[config.mk]
export PLATFORM = sky130hd
export DESIGN_NAME = tbdec_unit
export DESIGN_NICKNAME = d
export VERILOG_FILES = /design/src/rtl/tbdec_pkg.sv /design/src/rtl/tbdec_ctrl.sv /design/src/rtl/tbdec_downcnt.sv /design/src/rtl/tbdec_datapath.sv /design/src/rtl/tbdec_unit.sv
export SDC_FILE = /design/constraint.sdc
export NUM_CORES = 1
export LEC_CHECK = 0
export CAP_MARGIN = 20
export CORE_MARGIN = 2
export CORE_UTILIZATION = 35
export CTS_CLUSTER_DIAMETER = 50
export DETAILED_ROUTE_END_ITERATION = 8
export PLACE_DENSITY_LB_ADDON = 0.1
export SLEW_MARGIN = 20
export SYNTH_ARGS = -nofsm -noshare
export SYNTH_HDL_FRONTEND = slang
export SYNTH_SLANG_ARGS = --single-unit
[constraint.sdc]
create_clock -name clk -period 3.4 [get_ports clk]
set_clock_uncertainty 0.05 [all_clocks]
set_input_delay 0.68 -clock clk [delete_from_list [all_inputs] [get_ports clk]]
set_output_delay 0.68 -clock clk [all_outputs]
set_load 0.02 [all_outputs]
[src/rtl/tbdec_pkg.sv]
`timescale 1ns/1ps
package tbdec_pkg;
  localparam int ADDR_W = 3;

  typedef enum logic [ADDR_W-1:0] {
    SEL_TB_LO  = 3'd0,
    SEL_TB_HI  = 3'd1,
    SEL_ALT_LO = 3'd2,
    SEL_ALT_HI = 3'd3,
    SEL_DEC    = 3'd4,
    SEL_HDEC   = 3'd5,
    SEL_RTC    = 3'd6,
    SEL_ACK    = 3'd7
  } regSel_e;

  typedef struct packed {
    logic tbLoWr;
    logic tbHiWr;
    logic rtcWr;
    logic altLoWr;
    logic altHiWr;
    logic decWr;
    logic hdecWr;
    logic decAck;
    logic hdecAck;
    logic tbRun;
    logic step;
  } strobe_t;
endpackage

[src/rtl/tbdec_ctrl.sv]
`timescale 1ns/1ps
module tbdec_ctrl
  import tbdec_pkg::*;
(
  input  logic              tick,
  input  logic              tbEnable,
  input  logic              wrEn,
  input  logic [ADDR_W-1:0] addr,
  input  logic [1:0]        ackBits,
  output strobe_t           strb
);
  regSel_e sel;
  assign sel = regSel_e'(addr);

  always_comb begin
    strb         = '0;
    strb.tbRun   = tick & tbEnable;
    strb.step    = tick;
    if (wrEn) begin
      unique case (sel)
        SEL_TB_LO:  strb.tbLoWr  = 1'b1;
        SEL_TB_HI:  strb.tbHiWr  = 1'b1;
        SEL_ALT_LO: strb.altLoWr = 1'b1;
        SEL_ALT_HI: strb.altHiWr = 1'b1;
        SEL_DEC:    strb.decWr   = 1'b1;
        SEL_HDEC:   strb.hdecWr  = 1'b1;
        SEL_RTC:    strb.rtcWr   = 1'b1;
        SEL_ACK: begin
          strb.decAck  = ackBits[0];
          strb.hdecAck = ackBits[1];
        end
        default: ;
      endcase
    end
  end
endmodule

[src/rtl/tbdec_downcnt.sv]
`timescale 1ns/1ps
module tbdec_downcnt #(
  parameter int W = 32
) (
  input  logic         clk,
  input  logic         rstN,
  input  logic         step,
  input  logic         wr,
  input  logic [W-1:0] wrVal,
  input  logic         ack,
  output logic [W-1:0] cnt,
  output logic         irq
);
  localparam int MSB = W - 1;

  logic setEv;
  assign setEv = wr ? (wrVal[MSB] & ~cnt[MSB]) : (step && (cnt == '0));

  always_ff @(posedge clk) begin
    if (!rstN) begin
      cnt <= '1;
      irq <= 1'b0;
    end else begin
      if (wr)        cnt <= wrVal;
      else if (step) cnt <= cnt - 1'b1;
      if (setEv)     irq <= 1'b1;
      else if (ack)  irq <= 1'b0;
    end
  end

  // expiry wraps to all ones and raises the interrupt
  a_r6_wrap: assert property (@(posedge clk) disable iff (!rstN)
    (step && !wr && cnt == '0) |=> (cnt == '1 && irq));

  // a write crossing into negative raises the interrupt
  a_r7_write_edge: assert property (@(posedge clk) disable iff (!rstN)
    (wr && wrVal[MSB] && !cnt[MSB]) |=> irq);

  // interrupt holds until acknowledged
  a_r8_sticky: assert property (@(posedge clk) disable iff (!rstN)
    (irq && !ack) |=> irq);

  // a write beats a tick in the same cycle
  a_r11_write_wins: assert property (@(posedge clk) disable iff (!rstN)
    wr |=> (cnt == $past(wrVal)));
endmodule

[src/rtl/tbdec_datapath.sv]
`timescale 1ns/1ps
module tbdec_datapath
  import tbdec_pkg::*;
#(
  parameter int          HALF_W   = 32,
  parameter bit          HYP_EN   = 1'b1,
  parameter logic [31:0] RTC_MASK = 32'h3FFF_FF80
) (
  input  logic              clk,
  input  logic              rstN,
  input  strobe_t           strb,
  input  logic [ADDR_W-1:0] addr,
  input  logic [HALF_W-1:0] wrData,
  output logic [HALF_W-1:0] rdData,
  output logic              decIrq,
  output logic              hdecIrq
);
  localparam int TB_W   = 2 * HALF_W;
  localparam int NUM_TB = 2;
  localparam logic [HALF_W-1:0] MASK_W = HALF_W'(RTC_MASK);

  logic [NUM_TB-1:0]             loWr, hiWr;
  logic [NUM_TB-1:0][HALF_W-1:0] loVal;
  logic [NUM_TB-1:0][TB_W-1:0]   tbq;

  assign loWr     = {strb.altLoWr, strb.tbLoWr | strb.rtcWr};
  assign hiWr     = {strb.altHiWr, strb.tbHiWr};
  assign loVal[0] = strb.rtcWr ? (wrData & MASK_W) : wrData;
  assign loVal[1] = wrData;

  for (genvar g = 0; g < NUM_TB; g++) begin : g_tb
    always_ff @(posedge clk) begin
      if (!rstN)           tbq[g] <= '0;
      else if (loWr[g])    tbq[g] <= {tbq[g][TB_W-1:HALF_W], loVal[g]};
      else if (hiWr[g])    tbq[g] <= {wrData, tbq[g][HALF_W-1:0]};
      else if (strb.tbRun) tbq[g] <= tbq[g] + 1'b1;
    end

    // frozen time base holds its value
    a_r5_freeze: assert property (@(posedge clk) disable iff (!rstN)
      (!strb.tbRun && !loWr[g] && !hiWr[g]) |=> $stable(tbq[g]));
    // low-half write keeps the high half
    a_r3_keep_hi: assert property (@(posedge clk) disable iff (!rstN)
      loWr[g] |=> (tbq[g][TB_W-1:HALF_W] == $past(tbq[g][TB_W-1:HALF_W])));
    // high-half write keeps the low half
    a_r3_keep_lo: assert property (@(posedge clk) disable iff (!rstN)
      hiWr[g] |=> (tbq[g][HALF_W-1:0] == $past(tbq[g][HALF_W-1:0])));
    // running time base counts by one
    a_r2_count: assert property (@(posedge clk) disable iff (!rstN)
      (strb.tbRun && !loWr[g] && !hiWr[g]) |=> (tbq[g] == $past(tbq[g]) + 1'b1));
  end

  logic [HALF_W-1:0] decCnt, hdecCnt;

  tbdec_downcnt #(.W(HALF_W)) u_dec (
    .clk   (clk),
    .rstN  (rstN),
    .step  (strb.step),
    .wr    (strb.decWr),
    .wrVal (wrData),
    .ack   (strb.decAck),
    .cnt   (decCnt),
    .irq   (decIrq)
  );

  if (HYP_EN) begin : g_hyp
    tbdec_downcnt #(.W(HALF_W)) u_hdec (
      .clk   (clk),
      .rstN  (rstN),
      .step  (strb.step),
      .wr    (strb.hdecWr),
      .wrVal (wrData),
      .ack   (strb.hdecAck),
      .cnt   (hdecCnt),
      .irq   (hdecIrq)
    );
  end else begin : g_nohyp
    assign hdecCnt = '0;
    assign hdecIrq = 1'b0;
  end

  always_comb begin
    unique case (regSel_e'(addr))
      SEL_TB_LO:  rdData = tbq[0][HALF_W-1:0];
      SEL_TB_HI:  rdData = tbq[0][TB_W-1:HALF_W];
      SEL_ALT_LO: rdData = tbq[1][HALF_W-1:0];
      SEL_ALT_HI: rdData = tbq[1][TB_W-1:HALF_W];
      SEL_DEC:    rdData = decCnt;
      SEL_HDEC:   rdData = hdecCnt;
      SEL_RTC:    rdData = tbq[0][HALF_W-1:0] & MASK_W;
      default:    rdData = '0;
    endcase
  end

  // the masked view never shows bits outside the mask
  a_r10_mask: assert property (@(posedge clk) disable iff (!rstN)
    (addr == SEL_RTC) |-> ((rdData & ~MASK_W) == '0));
endmodule

[src/rtl/tbdec_unit.sv]
`timescale 1ns/1ps
module tbdec_unit
  import tbdec_pkg::*;
#(
  parameter int          HALF_W   = 32,
  parameter bit          HYP_EN   = 1'b1,
  parameter logic [31:0] RTC_MASK = 32'h3FFF_FF80
) (
  input  logic              clk,
  input  logic              rstN,
  input  logic              tick,
  input  logic              tbEnable,
  input  logic              wrEn,
  input  logic [2:0]        addr,
  input  logic [HALF_W-1:0] wrData,
  output logic [HALF_W-1:0] rdData,
  output logic              decIrq,
  output logic              hdecIrq
);
  strobe_t strb;

  tbdec_ctrl u_ctrl (
    .tick     (tick),
    .tbEnable (tbEnable),
    .wrEn     (wrEn),
    .addr     (addr),
    .ackBits  (wrData[1:0]),
    .strb     (strb)
  );

  tbdec_datapath #(
    .HALF_W   (HALF_W),
    .HYP_EN   (HYP_EN),
    .RTC_MASK (RTC_MASK)
  ) u_dp (
    .clk     (clk),
    .rstN    (rstN),
    .strb    (strb),
    .addr    (addr),
    .wrData  (wrData),
    .rdData  (rdData),
    .decIrq  (decIrq),
    .hdecIrq (hdecIrq)
  );
endmodule

# Word level (Yosys, flattened, before mapping)
# Index checks and enable logic that the tools add are counted.
# W data, S select, Z words.
[op_classes] n_shift=0 addsub=4 eq_ne=9 multipliers=0 bitwise=8 n_mux=27 order_cmp=0 reduce_logical=17 div=0
[op_table] operator="$mux W64" count=4
[op_table] operator="$mux W32" count=7
[op_table] operator="$pmux W32 S7" count=1
[op_table] operator="$add A64 B1 Y64 const B" count=2
[op_table] operator="$logic_not A32 Y1" count=2
[op_table] operator="$sub A32 B1 Y32 const B" count=2
[op_table] operator="$reduce_bool A2 Y1" count=8
[op_table] operator="$mux W1" count=13
[op_table] operator="$eq A3 B3 Y1 const B" count=4
[op_table] operator="$mux W9" count=1
[op_table] operator="$reduce_and A2 Y1" count=4
[op_table] operator="$eq A3 B2 Y1 const B" count=2
[op_table] operator="$ne A2 B1 Y1 const B" count=2
[op_table] operator="$not A1 Y1" count=4
[op_table] operator="$and A1 B1 Y1" count=3
[op_table] operator="$eq A3 B1 Y1 const B" count=1
[op_table] operator="$logic_not A3 Y1" count=1
[op_table] operator="$logic_and A1 B1 Y1" count=2
[op_table] operator="$mux W2" count=1
[op_table] operator="$or A1 B1 Y1" count=1
[totals] regBits=194 output_inout_bits=34 mem_bits_ro=0 mem_count=0 latchBits=0 ramBits=0

# Depth between registers and ports, before layout
[depth] depth_word=6 mapped_depth=9 depth_no_buf=8

# Hierarchy
# A second synthesis with hierarchy kept.
[unflattened] cells_unflattened=1863 area_unflattened_um2=13858.3
[modules_own_cells] mod="tbdec_datapath" cells_each=1411 area_each_um2=10085.9 instances=1 seq_area_each_um2=2562.5
[modules_own_cells] mod="tbdec_downcnt" cells_each=217 area_each_um2=1841.8 instances=2 seq_area_each_um2=660.6
[modules_own_cells] mod="tbdec_ctrl" cells_each=18 area_each_um2=88.8 instances=1 seq_area_each_um2=0.0

# Worst setup path before layout
# No wires, ideal clock.
[synth_timing] path_type="input -> output" start="input port addr[1]" end="output port rdData[31]" setup_slack_ns=0.334 stages=7 path_buffers=3 t_arrival_ns=2.336 path_cell_list="clkbuf_1 -> buf_1 -> buf_1 -> mux2i_1 -> o22ai_1 -> nor2_1 -> a21oi_1"
[synth_between] elab_chain_cells=2 elab_cells_between_ends=8
[synth_lines] item="from (decl)" line_no="tbdec_unit.sv:14" source="input logic [2:0] addr,"
[synth_lines] item="$eq A3 B3 Y1, or another cell as far along" line_no="tbdec_datapath.sv:83" source="unique case (regSel_e'(addr))"
[synth_lines] item="$pmux W32 S7 *" line_no="tbdec_datapath.sv:83"
[synth_lines] item="to (decl)" line_no="tbdec_unit.sv:16" source="output logic [HALF_W-1:0] rdData,"
# Mark *: on every way between the ends. The rest lies on a longest branch, timed or not.

# Final worst setup path
[layout_timing] start="input port addr[2]" end="output port rdData[8]"
# The elaborated chain is that of the path after synthesis.

==> results.sh <==
export IMPL_totalNegativeSetupSlack_ns=0
export IMPL_post_route_period_util_pct=99.9
export IMPL_fin_total_pwr_mw=5.70
export IMPL_final_area_um2=15600
export IMPL_insertion_delay_ns=0.48
export IMPL_layout_min_cycle_time_ns=3.40
export IMPL_initial_core_util_pct=35.7
export IMPL_ys_warn_count=0
export IMPL_grt_start_max_net_pins=117
export IMPL_tritoncts_clock_tree="yes"
export IMPL_placer_congestion=1.04
export IMPL_synth_cells=1790
export IMPL_post_synth_cell_area_avg_um2=7.33
export IMPL_total_area_of_multi_input_combinational_cells_um2=8650
export IMPL_die_area_um2=39000
export IMPL_ios=74
export IMPL_antenna_cells=0
export IMPL_detailedRoute_firstPassIterationCount=8
export IMPL_leading_cell_types_by_count_after_synthesis="sky130_fd_sc_hd__nor2_1, sky130_fd_sc_hd__dfxtp_1, sky130_fd_sc_hd__nand2_1"
export IMPL_chipHeight_um=198
export IMPL_synth_area_um2=13100
export IMPL_grt_antenna_before_repair=2
export IMPL_status="finished, final reports clean"
export IMPL_tritoncts_num_sinks=194
export IMPL_netlist_cell_type_count=74
export IMPL_finalHoldWorstSlack_ns=0.490
export IMPL_synth_ff_latch_count=194
export IMPL_number_of_synthesized_flops_with_an_enable_pin=0
export IMPL_clockBufferDepth=2
export IMPL_gr_total_overflow=0
export IMPL_layout_filler_cells=3833
export IMPL_grt_first_pass_wirelength_um=97800
export IMPL_power_density_nw_per_um2=365
export IMPL_max_vdd_ir_drop_v=0.000362
export IMPL_place_port_buffers=73
export IMPL_first_global_vias=13800
export IMPL_drt_iter0_markers=2013
export IMPL_drt_antenna_violating_nets=0
export IMPL_startpoint_type="primary input"
export IMPL_share_of_the_yosys_chip_area_belonging_to_registers_pct=29.6
export IMPL_routed_len_inst_um=29.0
export IMPL_cts_resized=0
export IMPL_yosysTopAreaCellShare_pct=29.6
export IMPL_total_routing_resource_utilization_after_global_routing_pct=34.8
export IMPL_die_w_um=198
export IMPL_endpoint_kind="output port"
export IMPL_cts_hold_fix_buffers=0
export IMPL_finalNetCount=1917
export IMPL_finish_stage_setup_viols=0
export IMPL_dr_total_vias=15300
export IMPL_cts_root_buffer_cell="sky130_fd_sc_hd__clkbuf_16"
export IMPL_final_seq_area_um2=3880
export IMPL_critical_path_peak_fanout=29
export IMPL_max_slew_worst_pin_slew_ns=0.993
export IMPL_yosys_cell_count_top_type="sky130_fd_sc_hd__nor2_1"
export IMPL_critPathKind="in2out"
export IMPL_post_cts_repair_setup_buffers=0
export IMPL_slew_headroom_pct=33.2
export IMPL_drcViolationCount=0
export IMPL_fin_util_pct=42.4
export IMPL_syn_to_final_growth_pct=18.9
export IMPL_finalHoldViolations=0
export IMPL_cts_inserted_buffers=17
export IMPL_drt_total_wl_um=68200
export IMPL_synth_flop_type="sky130_fd_sc_hd__dfxtp_1"
export IMPL_achievable_frequency_mhz=294
export IMPL_min_delay_path_class="reg2reg"
export IMPL_post_synth_main_area_contributors="sky130_fd_sc_hd__dfxtp_1, sky130_fd_sc_hd__nor2_1, sky130_fd_sc_hd__o21ai_0, sky130_fd_sc_hd__a21oi_1, sky130_fd_sc_hd__nand2_1"
export IMPL_placeableCoreArea_um2=36800
export IMPL_post_synth_top_area_cell="sky130_fd_sc_hd__dfxtp_1"
export IMPL_final_layout_size_suffix_gt1_share_pct=11.2
export IMPL_leakage_nw=5.24
export IMPL_maxCapViolCount=0
export IMPL_dpl_hpwl_um=50700
export IMPL_worst_endpoint_required_ns=2.67
export IMPL_timing_final_max_slew_violations=0
export IMPL_arrival_ns=2.67
export IMPL_async_reset_ff_share_pct=0
export IMPL_unrepaired_setup_endpoints_after_global_routing="false"
export IMPL_synth_fp_nets=1834
export IMPL_route_detailed_vias_per_inst=6.51
export IMPL_clk_transition_reported_paths_ns=0.07
export IMPL_floorplan_rows=70
export IMPL_htree_num_levels=4
export IMPL_placed_area_um2=15000
-- cells by family after synthesis --
kind of cell / synth area share [%]
adder cells (fa/ha/maj): 0.381
AND/OR/NAND/NOR: 31.5
flip-flops: 29.6
multiplexers: 4.01
XOR/XNOR: 5.67
AO/OA/AOI/OAI: 24.2
buffers and inverters: 4.64
-- path summary, 6_finish.rpt --
path,start,endpoint,slack (ns),cells after the start
setup / recovery,addr[2],rdData[8],0.004,8
hold / removal,u_dp.tbq[83]$_SDFFE_PN0P_,u_dp.tbq[83]$_SDFFE_PN0P_,0.49,2
setup reg to reg,u_dp.tbq[95]$_SDFFE_PN0P_,u_dp.tbq[117]$_SDFFE_PN0P_,0.60,6
hold reg to reg,u_dp.tbq[83]$_SDFFE_PN0P_,u_dp.tbq[83]$_SDFFE_PN0P_,0.49,2
-- critical path, cell delays in order --
cell and delay [ns]:
sky130_fd_sc_hd__buf_2 0.18, sky130_fd_sc_hd__nor2b_2 0.19, sky130_fd_sc_hd__buf_12 0.17, sky130_fd_sc_hd__a22o_1 0.24, sky130_fd_sc_hd__a211oi_1 0.38, sky130_fd_sc_hd__a21oi_1 0.11
sky130_fd_sc_hd__buf_4 0.17, sky130_fd_sc_hd__clkdlybuf4s50_1 0.52
-- metrics by stage --
| stage | std cells | setup slack (ns) |
|---|---|---|
| floorplan | 1790 | 0.334 |
| detailed placement | 2322 | 0.0269 |
| global route | 2353 | 0.00168 |
| CTS | 2353 | 0.0255 |
| finish | 2353 | 0.00416 |
| global placement | 2322 | 0.0225 |
-- power by group --
part	switching [mW]	total, mW	leakage, nW	internal [mW]
sequential	0.204	2.56	1.58	2.36
clock	0.995	2.12	0.266	1.12
combinational	0.631	1.02	3.40	0.385
total	1.83	5.70	5.24	3.87
-- placed cells by master (no fill, tap or decap), types with 20 or more instances in the layout --
cell	n
sky130_fd_sc_hd__buf_4	109
sky130_fd_sc_hd__a31oi_1	38
sky130_fd_sc_hd__mux2i_1	29
sky130_fd_sc_hd__and2_1	20
sky130_fd_sc_hd__xor2_1	23
sky130_fd_sc_hd__nor3_1	58
sky130_fd_sc_hd__and3_1	30
sky130_fd_sc_hd__a22oi_1	65
sky130_fd_sc_hd__nand3_1	74
sky130_fd_sc_hd__a211oi_1	21
sky130_fd_sc_hd__clkdlybuf4s50_1	64
sky130_fd_sc_hd__nand4_1	66
sky130_fd_sc_hd__xnor2_1	61
sky130_fd_sc_hd__o211ai_1	20
sky130_fd_sc_hd__dfxtp_1	194
sky130_fd_sc_hd__inv_1	24
sky130_fd_sc_hd__a21oi_1	135
sky130_fd_sc_hd__nor2_1	230
sky130_fd_sc_hd__nand2_1	154
sky130_fd_sc_hd__o21ai_0	136
sky130_fd_sc_hd__nor4_1	35
-- registers in the layout (all words and copies together) (netlist names) --
register,flops
u_dp.tbq,128
u_dp.g_hyp.u_hdec.cnt,32
u_dp.u_dec.cnt,32
u_dp.u_dec.irq,1
u_dp.g_hyp.u_hdec.irq,1
-- area by class of cell --
type	instances	area share (%)
Timing Repair Buffer	195	11.6
Multi-Input combinational cell	1440	55.5
Sequential cell	194	24.9
Inverter	25	0.601
Clock inverter	8	0.665
Tap cell	468	3.75
Clock buffer	23	3.00
-- layer usage --
metal  vias to the layer above  track usage (%)  share of wire (%)
li1                       6812                -                  -
met1                      7446             47.4                 42
met2                       884             53.6                 44
met3                       167             6.66                9.4
met4                         2             14.5                4.6
met5                         -                0              0.016
No activity file was read; power rests on OpenSTA's default activity.
